===== config.mk =====
export PLATFORM = sky130hd
export DESIGN_NAME = dma_irq_ctrl
export DESIGN_NICKNAME = d
export VERILOG_FILES = /design/src/rtl/dma_irq_pkg.sv /design/src/rtl/irq_rst_sync.sv /design/src/rtl/irq_reg_decode.sv /design/src/rtl/irq_acct_counter.sv /design/src/rtl/irq_status_reg.sv /design/src/rtl/irq_mask_reg.sv /design/src/rtl/dma_irq_ctrl.sv
export SDC_FILE = /design/constraint.sdc
export NUM_CORES = 1
export LEC_CHECK = 0
export ABC_AREA = 1
export BUFFER_PORTS_ARGS = -buffer_cell sky130_fd_sc_hd__buf_4
export CAP_MARGIN = 0
export CELL_PAD_IN_SITES_DETAIL_PLACEMENT = 2
export CELL_PAD_IN_SITES_GLOBAL_PLACEMENT = 2
export CORE_UTILIZATION = 25
export CTS_CLUSTER_DIAMETER = 40
export CTS_CLUSTER_SIZE = 24
export DETAILED_ROUTE_END_ITERATION = 10
export MAX_ROUTING_LAYER = met4
export PLACE_DENSITY_LB_ADDON = 0.1
export SYNTH_ARGS = -nofsm -noshare
export SYNTH_HDL_FRONTEND = slang
export SYNTH_SLANG_ARGS = --single-unit

===== constraint.sdc =====
create_clock -name clk -period 1.95 [get_ports clk]
set_input_delay 0.39 -clock clk [delete_from_list [all_inputs] [get_ports clk]]
set_output_delay 0.39 -clock clk [all_outputs]
set_load 0.03 [all_outputs]

===== src/rtl/dma_irq_pkg.sv =====
package dma_irq_pkg;
  localparam int STAT_W = 12;

  // word indices of the register port
  localparam int unsigned IDX_STATUS  = 0;
  localparam int unsigned IDX_MASK    = 1;
  localparam int unsigned IDX_UNMASK  = 2;
  localparam int unsigned IDX_MASKSET = 3;
  localparam int unsigned IDX_SRC_CNT = 4;
  localparam int unsigned IDX_DST_CNT = 5;

  // internally raised status bits
  localparam int BIT_BAD_ACCESS = 0;
  localparam int BIT_SRC_DONE   = 1;
  localparam int BIT_DST_DONE   = 2;
  localparam int BIT_SRC_OVF    = 4;
  localparam int BIT_DST_OVF    = 5;

  // status bits taken straight from the datapath event inputs
  localparam logic [STAT_W-1:0] EXT_EVT_MASK = 12'hFC8;

  typedef struct packed {
    logic wr_status;
    logic wr_unmask;
    logic wr_maskset;
    logic rd_en;
    logic rd_src;
    logic rd_dst;
    logic bad_access;
  } dec_t;
endpackage


===== src/rtl/irq_rst_sync.sv =====
module irq_rst_sync (
  input  logic clk,
  input  logic rst_n,
  output logic rst_n_sync
);
  logic [1:0] stage_q;

  always_ff @(posedge clk or negedge rst_n) begin
    if (!rst_n) stage_q <= 2'b00;
    else        stage_q <= {stage_q[0], 1'b1};
  end

  assign rst_n_sync = stage_q[1];
endmodule


===== src/rtl/irq_reg_decode.sv =====
module irq_reg_decode
  import dma_irq_pkg::*;
#(
  parameter int ADDR_W = 4
) (
  input  logic              sel,
  input  logic              wr,
  input  logic [ADDR_W-1:0] addr,
  output dec_t              dec
);
  logic [31:0] idx;

  always_comb begin
    idx            = 32'(addr);
    dec            = '0;
    dec.rd_en      = sel && !wr;
    dec.wr_status  = sel && wr && (idx == IDX_STATUS);
    dec.wr_unmask  = sel && wr && (idx == IDX_UNMASK);
    dec.wr_maskset = sel && wr && (idx == IDX_MASKSET);
    dec.rd_src     = sel && !wr && (idx == IDX_SRC_CNT);
    dec.rd_dst     = sel && !wr && (idx == IDX_DST_CNT);
    dec.bad_access = sel && (idx > IDX_DST_CNT);
  end
endmodule


===== src/rtl/irq_acct_counter.sv =====
module irq_acct_counter #(
  parameter int CNT_W = 8
) (
  input  logic             clk,
  input  logic             rst_n,
  input  logic             inc,
  input  logic             clr,
  output logic [CNT_W-1:0] count,
  output logic             wrap
);
  localparam logic [CNT_W-1:0] CNT_MAX = '1;

  logic [CNT_W-1:0] count_q, count_d;
  logic             cnt_en;

  always_comb begin
    cnt_en  = inc || clr;
    count_d = count_q;
    if (clr)      count_d = inc ? CNT_W'(1) : '0;
    else if (inc) count_d = count_q + CNT_W'(1);
    wrap    = inc && !clr && (count_q == CNT_MAX);
  end

  always_ff @(posedge clk or negedge rst_n) begin
    if (!rst_n)      count_q <= '0;
    else if (cnt_en) count_q <= count_d;
  end

  assign count = count_q;
endmodule


===== src/rtl/irq_status_reg.sv =====
module irq_status_reg #(
  parameter int W = 12
) (
  input  logic         clk,
  input  logic         rst_n,
  input  logic [W-1:0] set_vec,
  input  logic [W-1:0] clr_vec,
  output logic [W-1:0] status
);
  logic [W-1:0] status_q, status_d;
  logic         upd_en;

  always_comb begin
    upd_en   = |set_vec || |clr_vec;
    // setting outranks clearing on the same bit
    status_d = (status_q & ~clr_vec) | set_vec;
  end

  always_ff @(posedge clk or negedge rst_n) begin
    if (!rst_n)      status_q <= '0;
    else if (upd_en) status_q <= status_d;
  end

  assign status = status_q;
endmodule


===== src/rtl/irq_mask_reg.sv =====
module irq_mask_reg #(
  parameter int W = 12
) (
  input  logic         clk,
  input  logic         rst_n,
  input  logic         do_unmask,
  input  logic         do_maskset,
  input  logic [W-1:0] bits,
  output logic [W-1:0] mask
);
  logic [W-1:0] mask_q, mask_d;
  logic         upd_en;

  always_comb begin
    upd_en = do_unmask || do_maskset;
    mask_d = mask_q;
    if (do_unmask)  mask_d = mask_q & ~bits;
    if (do_maskset) mask_d = mask_q | bits;
  end

  always_ff @(posedge clk or negedge rst_n) begin
    if (!rst_n)      mask_q <= '1;
    else if (upd_en) mask_q <= mask_d;
  end

  assign mask = mask_q;
endmodule


===== src/rtl/dma_irq_ctrl.sv =====
module dma_irq_ctrl
  import dma_irq_pkg::*;
#(
  parameter int ADDR_W = 4,
  parameter int DATA_W = 32,
  parameter int CNT_W  = 8
) (
  input  logic              clk,
  input  logic              rst_n,
  input  logic              reg_sel,
  input  logic              reg_wr,
  input  logic [ADDR_W-1:0] reg_addr,
  input  logic [DATA_W-1:0] reg_wdata,
  output logic [DATA_W-1:0] reg_rdata,
  input  logic [STAT_W-1:0] evt_flags,
  input  logic              src_desc_done,
  input  logic              dst_desc_done,
  output logic              irq
);
  localparam int NSIDE = 2;

  logic              rst_n_i;
  dec_t              dec;
  logic [STAT_W-1:0] status_q, mask_q, set_vec, clr_vec;
  logic [NSIDE-1:0]  side_inc, side_clr, side_wrap;
  logic [CNT_W-1:0]  side_cnt [NSIDE];
  logic [CNT_W-1:0]  src_cnt, dst_cnt;
  logic [DATA_W-1:0] rd_mux, rdata_q;
  logic              irq_q, irq_d;
  logic [DATA_W-STAT_W-1:0] unused_wdata_hi;

  assign unused_wdata_hi = reg_wdata[DATA_W-1:STAT_W];

  irq_rst_sync u_rst (.clk(clk), .rst_n(rst_n), .rst_n_sync(rst_n_i));

  irq_reg_decode #(.ADDR_W(ADDR_W)) u_dec (
    .sel(reg_sel), .wr(reg_wr), .addr(reg_addr), .dec(dec)
  );

  assign side_inc = {dst_desc_done, src_desc_done};
  assign side_clr = {dec.rd_dst, dec.rd_src};

  for (genvar s = 0; s < NSIDE; s++) begin : g_side
    irq_acct_counter #(.CNT_W(CNT_W)) u_cnt (
      .clk(clk), .rst_n(rst_n_i),
      .inc(side_inc[s]), .clr(side_clr[s]),
      .count(side_cnt[s]), .wrap(side_wrap[s])
    );
  end

  assign src_cnt = side_cnt[0];
  assign dst_cnt = side_cnt[1];

  always_comb begin
    set_vec                 = evt_flags & EXT_EVT_MASK;
    set_vec[BIT_SRC_DONE]   = src_desc_done;
    set_vec[BIT_DST_DONE]   = dst_desc_done;
    set_vec[BIT_SRC_OVF]    = side_wrap[0];
    set_vec[BIT_DST_OVF]    = side_wrap[1];
    set_vec[BIT_BAD_ACCESS] = dec.bad_access;
    clr_vec = dec.wr_status ? reg_wdata[STAT_W-1:0] : '0;
  end

  irq_status_reg #(.W(STAT_W)) u_stat (
    .clk(clk), .rst_n(rst_n_i),
    .set_vec(set_vec), .clr_vec(clr_vec), .status(status_q)
  );

  irq_mask_reg #(.W(STAT_W)) u_mask (
    .clk(clk), .rst_n(rst_n_i),
    .do_unmask(dec.wr_unmask), .do_maskset(dec.wr_maskset),
    .bits(reg_wdata[STAT_W-1:0]), .mask(mask_q)
  );

  // read path: pre-edge state, registered
  always_comb begin
    rd_mux = '0;
    if (dec.rd_en) begin
      unique case (32'(reg_addr))
        IDX_STATUS:  rd_mux = DATA_W'(status_q);
        IDX_MASK:    rd_mux = DATA_W'(mask_q);
        IDX_SRC_CNT: rd_mux = DATA_W'(src_cnt);
        IDX_DST_CNT: rd_mux = DATA_W'(dst_cnt);
        default:     rd_mux = '0;
      endcase
    end
  end

  always_ff @(posedge clk or negedge rst_n_i) begin
    if (!rst_n_i)        rdata_q <= '0;
    else if (dec.rd_en)  rdata_q <= rd_mux;
  end

  always_comb irq_d = |(status_q & ~mask_q);

  always_ff @(posedge clk or negedge rst_n_i) begin
    if (!rst_n_i) irq_q <= 1'b0;
    else          irq_q <= irq_d;
  end

  assign reg_rdata = rdata_q;
  assign irq       = irq_q;
endmodule


**Word level (Yosys, flattened, before mapping)**

Cells that the tools add are included.
W data, S select, Z words.

- Add/sub/neg operators: 2
- Magnitude comparators: 1
- Eq/ne operators: 7
- Mux-type cells: 10
- Bitwise gates (word level): 8
- Reduce and logical (&&, ||, !) cells: 29

Operators with widths:

| kind | count |
|---|---|
| $pmux W12 S4 | 1 |
| $and A12 B12 Y12 | 3 |
| $mux W12 | 3 |
| $not A12 Y12 | 3 |
| $reduce_or A12 Y1 | 3 |
| $mux W8 | 4 |
| $or A12 B12 Y12 | 2 |
| $add A8 B1 Y8 const B | 2 |
| $eq A8 B8 Y1 const B | 2 |
| $logic_and A1 B1 Y1 | 12 |
| $eq A4 B2 Y1 const B | 2 |
| $eq A4 B3 Y1 const B | 2 |
| $reduce_and A2 Y1 | 3 |
| $reduce_bool A2 Y1 | 3 |
| $eq A4 B1 Y1 const B | 1 |
| $gt A4 B3 Y1 const B | 1 |
| $logic_not A4 Y1 | 1 |
| $logic_or A1 B1 Y1 | 4 |
| $logic_not A1 Y1 | 3 |
| $mux W1 | 2 |

- Register bits after elaboration: 75
- Input bits: 54
- Output and inout bits: 33
- Word-level logic and storage cells: 64

**Longest topological paths before layout**

- Word-level depth: 8
- Gate-level depth with buffers: 7
- Depth with buffers taken out: 7

**Cells and area by module**

Synthesis repeated with hierarchy kept, for this count alone.

- Cell total of the unflattened synthesis: 444
- Area, all modules: 3188.1 um^2

By module, submodules not included:

| module | instances | cells each | area each (um^2) | seq. area each (um^2) |
|---|---|---|---|---|
| dma_irq_ctrl | 1 | 190 | 1191.1 | 325.3 |
| irq_acct_counter | 2 | 54 | 430.4 | 200.2 |
| irq_mask_reg | 1 | 62 | 514.2 | 315.3 |
| irq_status_reg | 1 | 60 | 480.5 | 300.3 |
| irq_reg_decode | 1 | 21 | 87.6 | 0.0 |
| irq_rst_sync | 1 | 3 | 53.8 | 50.0 |

**Worst setup path before layout**

Ideal clock, no wire load.

- Path type: input to register
- From: input port reg_addr[0]
- To: register u_stat.status_q[2] (netlist: u_stat.status[2])
- Setup time: 121 ps
- Data arrival time: 1045 ps
- Data required time: 1829 ps
- Setup slack: 785 ps
- Cell stages on the path: 5
- Buffers on the path: 1
- Path through: nor2_4 -> nand4_1 -> buf_2 -> o21ai_1 -> nand2_1

- Longest elaborated chain between the ends: 7
- Elaborated cells on any way between the ends: 21
- Classes of those cells: order compare (1); eq/ne (2); mux (1); bitwise (3); reduce/logical (14)

Ends and longest elaborated chain:

| element | RTL line | source |
|---|---|---|
| start: declaration | dma_irq_ctrl.sv:12 | `input logic [ADDR_W-1:0] reg_addr,` |
| $eq A4 B3 Y1, on equally long branches | irq_reg_decode.sv:20, irq_reg_decode.sv:21 |  |
| $logic_and A1 B1 Y1, on equally long branches | irq_reg_decode.sv:20, irq_reg_decode.sv:21 |  |
| $logic_not A1 Y1 | irq_acct_counter.sv:21 | `wrap = inc && !clr && (count_q == CNT_MAX);` |
| $logic_and A1 B1 Y1 (2 in a row) | irq_acct_counter.sv:21 |  |
| $reduce_or A12 Y1 | irq_status_reg.sv:14 | `upd_en = \|set_vec \|\| \|clr_vec;` |
| $logic_or A1 B1 Y1 | irq_status_reg.sv:14 |  |
| end signal: assignment | irq_status_reg.sv:21 | `else if (upd_en) status_q <= status_d;` |
| end: declaration | irq_status_reg.sv:10 | `logic [W-1:0] status_q, status_d;` |

Parallel ways exist; a longest one is shown, timed or not.
A chain may end at the register's enable or synchronous reset.

**Worst setup path in the final report**

- From: register g_side[1].u_cnt.count_q[0]
- To: register g_side[1].u_cnt.count_q[6]

- Longest elaborated chain between the ends: 3

Ends and longest elaborated chain:

| element | RTL line | source |
|---|---|---|
| start: declaration | irq_acct_counter.sv:13 | `logic [CNT_W-1:0] count_q, count_d;` |
| start signal: assignment | irq_acct_counter.sv:26 | `else if (cnt_en) count_q <= count_d;` |
| $add A8 B1 Y8 | irq_acct_counter.sv:20 | `else if (inc) count_d = count_q + CNT_W'(1);` |
| $mux W8 | irq_acct_counter.sv:20 |  |
| $mux W8 | irq_acct_counter.sv:19 | `if (clr) count_d = inc ? CNT_W'(1) : '0;` |

Every way passes these cells. The select of a mux whose other input is x is not followed.

==> results by group <==
Placement
  – Dpl hpwl: between 6 and 7 mm
  – Routability congestion estimate: roughly 0.73
  – I/O Buffers: 41
  – Post-DP Area: 3430 µm²

CTS
  – Root buf cell: clkbuf_16
  – CTS resizes: 0
  – H-tree depth: 2
  – Clk slew on worst S/H paths: 0.08 ns
  – Clock sinks: 55
  – Postcts setup bufs: 0
  – # hold bufs at CTS: 1
  – Clk buf depth: 2
  – CTS tree: yes
  – CTS buffer count: 5
  – Clk_lat worst skew: approximately 0.3 ns

Global route
  – Pin count of the biggest net entering global routing: 54
  – First-pass GRT wire length: between 15 and 20 mm
  – Total grt overflow: 0
  – GRT Max-Usage Layer: met2
  – Initial antenna violation count: 0
  – Met1 Use GR: between 20 and 25%
  – GRT Total Usage: between 10% and 20%
  – Met3 Usage GRT: under 10%
  – Vias in the first global route: ~2,900
  – Grt met2 use: 25.3%

Floorplan
  – FP Rows: 39
  – Die Footprint: between 10,000 and 15,000 µm²
  – Die span in x: 112 µm
  – Core outline area: around 12,000 µm²
  – Initial Util: between 20% and 30%
  – Boundary Pins: 87
  – Die H: ~110 µm

Cells and area
  – Layout cells sized above 1: a little under a fifth
  – Syn-to-layout area delta: 20.7%
  – Final #Nets: between 400 and 500
  – Ant diodes: 0
  – Multi-input logic area: approximately 1300 µm²
  – Design Area, Final: between 3000 and 4000 µm²
  – Fillers: between 1,000 and 1,500
  – Register area: 1390 µm²

Setup path
  – CP top delay family: simple AND/OR/NAND/NOR gates
  – CP Max Fanout: 5
  – Arrival time worst endpoint: roughly 1.6 ns
  – Required time worst endpoint: 2.18 ns
  – R2R Path End: g_side[1].u_cnt.count[6]
  – CP startpoint kind: flop
  – CP max-delay cell: dfrtp_1
  – CP bufs+invs: 0
  – R2r startpoint: g_side[1].u_cnt.count[0]
  – Worst R2R Setup Slack: between 0.6 and 0.7 ns
  – Largest stage delay, worst path: approximately 0.45 ns
  – Worst Setup End Kind: flop
  – Setup CP Type: reg2reg
  – R2r worst-path depth: 7
  – Cell mode on critical path: nand2_1
  – CP Cell Sequence: ha_1, nand3_1, nor2_1, nand2_1, nand2_1, nand2_1, nor2_1

Power and ir drop
  – Peak supply drop: approximately 0.34 mV
  – Static leakage: about 1.9 nW
  – Tot Pwr: approximately 3.5 mW
  – PwrDens: 971 nW/µm²

STA
  – # setup viols final: 0
  – Period Utilization, post-route: 69.0%
  – Final min period: roughly 1.3 ns
  – TNS Setup: 0 ns
  – Clk_skew: 0.00687 ns
  – Setup repair after global routing missed its margin: false
  – Final hold slack: around 0.28 ns
  – Fin. max-slew vios: 0
  – Max frequency: about 0.74 GHz
  – Final Hold Viols: 0

Detailed routing
  – Drt first pass iters: 7
  – Post-DR vias/cell: around 4.6
  – DRT iter0 DRCs: around 120
  – Residual DRC: 5
  – Routed WL: 8.99 mm
  – DR WL/cell: around 15 µm
  – Post-route ant nets: 0
  – Vias: about 2,700

Yosys
  – Yosys reg bits: between 50 and 60
  – Share of the yosys chip area belonging to registers: between 40% and 50%
  – Cell Area, Synth: approximately 3000 µm²
  – Cell type with the largest total area after synthesis: dfrtp_1
  – Synth top area cells: dfrtp_1, nand2_1, dfstp_2
  – Synthesized area per cell: roughly 7.6 µm²
  – Post-synth top area share: 35.9%
  – Yosys warnings: 0
  – Cell variety after synth: 24
  – Cells after Synth: roughly 400

Outcome
  – Status: finished, violations left
  – Failing checks: design-rule violations

Worst hold path
  – Hold Crit Class: reg2async

Flow run
  – Max Cap Viol: 0
-- layout make-up --
class	instances	share of cell area, %
inverters	46	4.77
flip-flops and latches	55	38.5
repair buffers	52	11.2
well taps	143	4.94
clock buffers	6	3.84
multi-input cells	281	35.7
clock inverters	2	1.07
-- worst max-delay path by stage --
stage | slack (ns) | start | end | cells after the start
finish | 0.61 | g_side[1].u_cnt.count[0] | g_side[1].u_cnt.count[6] | 7
global route | 0.47 | g_side[0].u_cnt.count[0] | g_side[0].u_cnt.count[7] | 5
CTS | 0.56 | g_side[1].u_cnt.count[0] | g_side[1].u_cnt.count[6] | 7
detailed placement | 0.35 | reg_addr[0] | reg_rdata[6] | 8
global placement | 0.40 | reg_addr[3] | u_stat.status[4] | 5
floorplan | 0.33 | u_rst.stage_q[1] | g_side[0].u_cnt.count[0] | 0
-- worst register-to-register path, cell delays in order, from the launching register on --
cell	delay, ns
dfrtp_1	0.45
ha_1	0.23
nand3_1	0.15
nor2_1	0.17
nand2_1	0.09
nand2_1	0.06
nand2_1	0.05
nor2_1	0.08
-- layout by cell type, fill, tap and decap left out, types with 2 or more instances in the layout --
master     instances
dfrtp_1           42
nand2_1          111
inv_1             46
conb_1            21
o21ai_1           16
nor2_4             3
nor3_1             3
o22ai_1            5
clkbuf_16          5
a21oi_1            7
o21ai_0           20
nor3_2             2
nand4_1            3
nand3_1           49
nor2_2             3
nor2_1            26
ha_1               2
o21bai_1           7
buf_4             50
dfstp_2           12
-- power breakdown --
group	switching, mW	internal (mW)	leakage, nW
combinational	0.491	0.279	1.20
clock	0.461	0.648	0.0875
sequential	0.248	1.39	0.629
total	1.20	2.31	1.91
-- kinds of logic (layout without fill, tap and decap cells) --
logic type | count (synthesis) | after routing | synth area share (%)
buffers and inverters | 78 | 106 | 12.9
adder cells (fa/ha/maj) | 2 | 2 | 0.834
other | 2 | 21 | 0.250
AND/OR/NAND/NOR | 202 | 202 | 29.4
AO/OA/AOI/OAI | 56 | 56 | 10.2
flip-flops | 55 | 55 | 46.4
-- stage by stage --
step	setup WS [ns]	instances	util, %
global placement	0.402	576	29.7
global route	0.465	585	31.3
CTS	0.563	585	31.3
finish	0.605	585	31.3
detailed placement	0.346	576	29.7
floorplan	0.326	414	-
-- layer usage --
layer	wire [µm]	vias up
li1	-	1313
met1	4510	1354
met2	4110	45
met3	274	7
met4	94	0
met5	0	-
-- Yosys cell counts --
library cell	instances
nor3_2	2
inv_1	46
o21ai_0	20
nor3_1	3
ha_1	2
nor3b_1	1
nand3_2	1
nor2_2	3
a21oi_1	7
dfstp_2	12
buf_4	23
nand3_1	49
dfrtp_1	43
nor2_4	3
nand4_1	3
o21a_1	1
buf_2	6
clkbuf_1	3
nand2_1	111
o22ai_1	5
nor2_1	26
o21bai_1	7
o21ai_1	16
conb_1	2
(Power assumes the default switching activity.)
